$ cat config.mk
export PLATFORM = sky130hd
export DESIGN_NAME = tmr_modulus_top
export DESIGN_NICKNAME = d
export VERILOG_FILES = /design/src/rtl/tmr_pkg.sv /design/src/rtl/tmr_count_core.sv /design/src/rtl/tmr_ovf_flag.sv /design/src/rtl/tmr_modulus_top.sv
export SDC_FILE = /design/constraint.sdc
export NUM_CORES = 1
export LEC_CHECK = 0
export BUFFER_PORTS_ARGS = -buffer_cell sky130_fd_sc_hd__buf_2
export CAP_MARGIN = 20
export CORE_UTILIZATION = 56
export CTS_BUF_LIST = sky130_fd_sc_hd__clkbuf_4 sky130_fd_sc_hd__clkbuf_8 sky130_fd_sc_hd__clkbuf_16
export DETAILED_ROUTE_END_ITERATION = 10
export PLACE_DENSITY = 0.91
export SYNTH_ARGS = -nofsm -noshare
export SYNTH_HDL_FRONTEND = slang
export SYNTH_HIERARCHICAL = 1
export SYNTH_SLANG_ARGS = --single-unit
export TNS_END_PERCENT = 10
$ cat constraint.sdc
create_clock -name clk_i -period 3 [get_ports clk_i]
set_input_delay 0 -clock clk_i [delete_from_list [all_inputs] [get_ports clk_i]]
set_output_delay 0 -clock clk_i [all_outputs]
set_load 0.05 [all_outputs]
$ cat src/rtl/tmr_pkg.sv
package tmr_pkg;
  typedef enum logic {
    MODE_UP   = 1'b0,
    MODE_UPDN = 1'b1
  } cnt_mode_e;
endpackage

$ cat src/rtl/tmr_count_core.sv
module tmr_count_core
  import tmr_pkg::*;
#(
  parameter int unsigned CNT_W = 16
) (
  input  logic             clk_i,
  input  logic             rst_ni,
  input  logic             en_i,
  input  logic             updown_i,
  input  logic [CNT_W-1:0] modulus_i,
  output logic [CNT_W-1:0] cnt_o,
  output logic             dir_down_o,
  output logic             wrap_o
);
  localparam logic [CNT_W-1:0] CNT_MAX = '1;
  localparam logic [CNT_W-1:0] CNT_ONE = CNT_W'(1);

  cnt_mode_e        mode;
  logic [CNT_W-1:0] lim, cnt_q, cnt_d;
  logic             dir_q, dir_d, wrap;

  assign mode = cnt_mode_e'(updown_i);
  assign lim  = (modulus_i == '0) ? CNT_MAX : modulus_i;

  always_comb begin
    cnt_d = cnt_q;
    dir_d = dir_q;
    wrap  = 1'b0;
    if (en_i) begin
      if (mode == MODE_UP) begin
        dir_d = 1'b0;
        if (cnt_q >= lim) begin
          cnt_d = '0;
          wrap  = 1'b1;
        end else begin
          cnt_d = cnt_q + CNT_ONE;
        end
      end else if (!dir_q) begin
        if (cnt_q >= lim) begin
          // end of PWM period: turn around at the limit
          cnt_d = lim - CNT_ONE;
          dir_d = 1'b1;
          wrap  = 1'b1;
        end else begin
          cnt_d = cnt_q + CNT_ONE;
        end
      end else begin
        if (cnt_q == '0) begin
          cnt_d = CNT_ONE;
          dir_d = 1'b0;
        end else begin
          cnt_d = cnt_q - CNT_ONE;
        end
      end
    end
  end

  always_ff @(posedge clk_i or negedge rst_ni) begin
    if (!rst_ni) begin
      cnt_q <= '0;
      dir_q <= 1'b0;
    end else begin
      cnt_q <= cnt_d;
      dir_q <= dir_d;
    end
  end

  assign cnt_o      = cnt_q;
  assign dir_down_o = dir_q;
  assign wrap_o     = wrap;


  hold_chk: assert property (@(posedge clk_i) disable iff (!rst_ni)
    !en_i |=> ($stable(cnt_q) && $stable(dir_q)));


  up_wrap_chk: assert property (@(posedge clk_i) disable iff (!rst_ni)
    (en_i && !updown_i && cnt_q == lim) |=> (cnt_q == '0));


  top_turn_chk: assert property (@(posedge clk_i) disable iff (!rst_ni)
    (en_i && updown_i && !dir_q && cnt_q == lim) |=> (dir_q && cnt_q == $past(lim) - CNT_ONE));


  center_turn_chk: assert property (@(posedge clk_i) disable iff (!rst_ni)
    (en_i && updown_i && dir_q && cnt_q == '0) |=> (!dir_q && cnt_q == CNT_ONE));
endmodule

$ cat src/rtl/tmr_ovf_flag.sv
module tmr_ovf_flag (
  input  logic clk_i,
  input  logic rst_ni,
  input  logic set_i,
  input  logic rd_i,
  input  logic wr_i,
  input  logic wr_data_i,
  output logic flag_o
);
  logic flag_q, armed_q;
  logic clr_ok;

  assign clr_ok = wr_i && !wr_data_i && armed_q && !set_i;

  always_ff @(posedge clk_i or negedge rst_ni) begin
    if (!rst_ni) begin
      flag_q  <= 1'b0;
      armed_q <= 1'b0;
    end else begin
      if (set_i)       flag_q <= 1'b1;
      else if (clr_ok) flag_q <= 1'b0;
      // a new event or any write closes the handshake
      if (set_i || wr_i)       armed_q <= 1'b0;
      else if (rd_i && flag_q) armed_q <= 1'b1;
    end
  end

  assign flag_o = flag_q;


  set_chk: assert property (@(posedge clk_i) disable iff (!rst_ni)
    set_i |=> flag_q);


  clr_needs_arm_chk: assert property (@(posedge clk_i) disable iff (!rst_ni)
    $fell(flag_q) |-> ($past(armed_q) && $past(wr_i) && !$past(wr_data_i)));


  keep_chk: assert property (@(posedge clk_i) disable iff (!rst_ni)
    (flag_q && !(wr_i && !wr_data_i)) |=> flag_q);


  disarm_chk: assert property (@(posedge clk_i) disable iff (!rst_ni)
    set_i |=> !armed_q);
endmodule

$ cat src/rtl/tmr_modulus_top.sv
module tmr_modulus_top #(
  parameter int unsigned CNT_W = 16
) (
  input  logic             clk_i,
  input  logic             rst_ni,
  input  logic             cnt_en_i,
  input  logic             updown_i,
  input  logic [CNT_W-1:0] modulus_i,
  input  logic             ovf_ie_i,
  input  logic             flag_rd_i,
  input  logic             flag_wr_i,
  input  logic             flag_wdata_i,
  output logic [CNT_W-1:0] count_o,
  output logic             dir_down_o,
  output logic             ovf_flag_o,
  output logic             irq_o
);
  logic wrap;

  tmr_count_core #(.CNT_W(CNT_W)) core_i (
    .clk_i      (clk_i),
    .rst_ni     (rst_ni),
    .en_i       (cnt_en_i),
    .updown_i   (updown_i),
    .modulus_i  (modulus_i),
    .cnt_o      (count_o),
    .dir_down_o (dir_down_o),
    .wrap_o     (wrap)
  );

  tmr_ovf_flag flag_i (
    .clk_i     (clk_i),
    .rst_ni    (rst_ni),
    .set_i     (wrap),
    .rd_i      (flag_rd_i),
    .wr_i      (flag_wr_i),
    .wr_data_i (flag_wdata_i),
    .flag_o    (ovf_flag_o)
  );

  assign irq_o = ovf_flag_o & ovf_ie_i;


  irq_src_chk: assert property (@(posedge clk_i) disable iff (!rst_ni)
    irq_o |-> (ovf_flag_o && ovf_ie_i));
endmodule

==> impl_metrics.csv <==
group,metric,value,unit
outcome,status,"finished with violations",
outcome,failed_checks,"setup timing",
critical_path,path_class,"in2reg",
critical_path,critPathSlowestCell,"or4_4",
route,wl_per_cell,22.2,µm
sta,fin_ws,-489,ps
finish,fillCellCount,227,
sta,rsz0062_at_grt,"yes",
critical_path,cp_num_cells,16,
yosys,synth_warnings,6,
yosys,syn-num-nets,322,
route,ant_nets,0,
global_route,antenna_found_initial,0,
global_route,grt_max_degree,23,
floorplanning,dieHeight,63.9,µm
floorplanning,initial_core_util,58.6,%
global_route,first_global_vias,2721,
sta,final.setup.tns,-7720,ps
power_and_ir_drop,ir_drop,0.725,mV
power_and_ir_drop,p_seq_share,26.0,%
yosys,seq_area_frac_synth,22.2,%
route,drc,0,
finish,syn_to_final_growth,33.8,%
yosys,synth-seq-cells,19,
yosys,synthArstFlopShare,100,%
yosys,syn_inst,279,
clock_network,clk_path_buf_depth,2,
power_and_ir_drop,clockPowerShare,7.7,%
clock_network,clkTransAtPathRegs,80,ps
clock_network,cts_max_level,1,
critical_path,worst_setup_path_end_kind,"flip-flop",
finish,final_layout_size_suffix_gt1_share,32.4,%
power_and_ir_drop,net-switching-power,0.00146,W
sta,hold_viol,0,
sta,slew_viol_final,0,
floorplanning,die_area,4080,µm²
route,wl,8860,µm
finish,num_antenna_cells,0,
finish,layout_common_cells,"42 x buf_2, 34 x nor2_1, 34 x buf_4, 20 x nor3_1, 19 x dfrtp_1",
floorplanning,row_count,22,
placed_design,gp_congestion,0.948,
floorplanning,io_pins,43,
placed_design,io_buffers,42,
power_and_ir_drop,p_leak,1.27,nW
critical_path,cp-start-kind,"input port",
clock_network,insertion_delay,260,ps
yosys,avgSynthCellArea,7.69,µm²
worst_hold_path,hold_depth,3,
sta,clock_skew,3.15,ps
sta,fmax,0.287,GHz
critical_path,cp_max_fo,7,
critical_path,critical-path-top-delay-family,"simple AND/OR/NAND/NOR gates",
finish,final_nets,396,
clock_network,cts-root-buf,"clkbuf_8",
flow_run,cap_violations,0,
critical_path,crit_top_cell,"buf_6",
power_and_ir_drop,combinationalPowerShare,66.3,%
sta,period_minus_slack,3490,ps
worst_hold_path,hp-class,"in2reg",
critical_path,required,3140,ps
power_and_ir_drop,power,0.00250,W
floorplanning,core,3660,µm²
route,num_vias,2865,
yosys,synth_cell_types,48,
yosys,synth_ff_type,"dfrtp_1",
yosys,synth_edf_count,0,
global_route,grt_pass1_wl,13300,µm
power_and_ir_drop,internal-power,0.00104,W
finish,final_common_cell,"buf_2",
global_route,grtUsageTotal,42.8,%
sta,period_share,116,%
clock_network,numClockSinks,19,
route,firstDrtPassIters,8,
sta,max_slew_margin,36.6,%
clock_network,cts_tree,"built",
critical_path,crit_buf_inv,3,
route,vias_per_cell,7.16,
clock_network,cts_buffers,3,
power_and_ir_drop,power_density,870,nW/µm²
global_route,grt.overflow.total,0,
power_and_ir_drop,swShare,58.4,%
placed_design,place_hpwl,5140,µm
route,drtIter0Drc,425,
sta,setup_viol,19,
critical_path,slowest_delay,530,ps
critical_path,arrival,3630,ps
critical_path,rr_worst_depth,9,
critical_path,worstPathCellList,"buf_2 > or4_4 > nor4b_4 > nand2_2 > nor2_4 > buf_6 > nor2_1 > ha_1 > nand4_1 > nor4_4 > and3_1 > a211o_1 > buf_6 > o21ai_4 > a221oi_2 > o22ai_1",
yosys,synth_area,2140,µm²
sta,tightest_slew,949,ps
floorplanning,die_x,63.9,µm
cell families after synthesis:
group / Yosys count / synth area share [%]
AND/OR/NAND/NOR: 120 / 29.3
flip-flops: 19 / 22.2
XOR/XNOR: 23 / 9.39
buffers and inverters: 24 / 4.49
adder cells (fa/ha/maj): 19 / 11.1
AO/OA/AOI/OAI: 74 / 23.6
layout make-up:
type / instances / area (µm²) / share of cell area (%)
clock buffer: 4 / 48.8 / 1.70
inverter: 7 / 26.3 / 0.916
multi-input combinational: 237 / 1690 / 59.0
sequential: 19 / 475 / 16.6
tap: 48 / 60.1 / 2.09
timing repair buffer: 85 / 564 / 19.7
state kept, by name (all words and copies together), names as in the netlist:
signal	flops
core_i/cnt_o	16
core_i/dir_down_o	1
flag_i/armed_q	1
flag_i/flag_o	1
worst min-delay path: stages:
cell and delay [ps]:
buf_2 70, nand3b_1 100, a21o_1 110
per-layer routing:
metal,track usage (%),part of all wire [%]
met4,31.8,10
met3,10.2,12
met2,69.1,45
met5,0,0
met1,48.8,33
through the flow:
step / instance area [µm²] / util, % / cells / hold WS, ps / setup slack (ps)
after floorplan: 2170 / - / 279 / -296 / -160
after global placement: 2580 / 70.6 / 383 / -35.5 / -388
after detailed placement: 2580 / 70.6 / 383 / -31.9 / -641
after CTS: 2810 / 76.9 / 399 / 45.5 / -179
after global routing: 2870 / 78.4 / 400 / 61.7 / -653
final: 2870 / 78.4 / 400 / 53.4 / -489
final timing paths:
kind | start | endpoint | slack (ps)
worst max-delay path | modulus_i[9] | core_i/cnt_o[15] | -490
worst min register to register | flag_i/flag_o | flag_i/flag_o | 540
worst max register to register | core_i/cnt_o[11] | core_i/cnt_o[15] | 260
min in group asynchronous | rst_ni | core_i/cnt_o[10] | 230
max in group asynchronous | rst_ni | core_i/cnt_o[4] | 2450
worst min-delay path | flag_wdata_i | flag_i/flag_o | 50
cell usage after synthesis, types with 6 or more instances:
cell	instances	area (µm²)
nor2_1	38	143
nor3_1	20	100
dfrtp_1	19	475
ha_1	19	238
o21ai_0	19	95.1
nand2_1	18	67.6
xnor2_1	13	114
clkbuf_1	12	45.0
a21oi_1	11	55.1
xor2_1	10	87.6
nand3_1	8	40.0
inv_1	7	26.3
nand4_1	7	43.8
a22oi_1	6	45.0
nor4_1	6	37.5
what timing repair did:
action / in CTS / in global routing
endpoints found under the hold margin: 20 / 0
cloned: 2 / 0
hold buffers: 2 / 0
buffers inserted: 8 / 1
endpoints found under the setup margin: 19 / 19
resized for setup: 23 / 13
pin swaps: 22 / 2
power by group through the flow:
stage / registers, W / clock network, W / logic (W)
CTS: 0.000613 / 0.000191 / 0.00149
global placement: 0.000608 / 0 / 0.00136
detailed placement: 0.000612 / 0 / 0.00140
floorplan: 0.000856 / 0 / 0.000745
finish: 0.000649 / 0.000193 / 0.00166
global route: 0.000659 / 0.000207 / 0.00173
(Power assumes the default switching activity.)
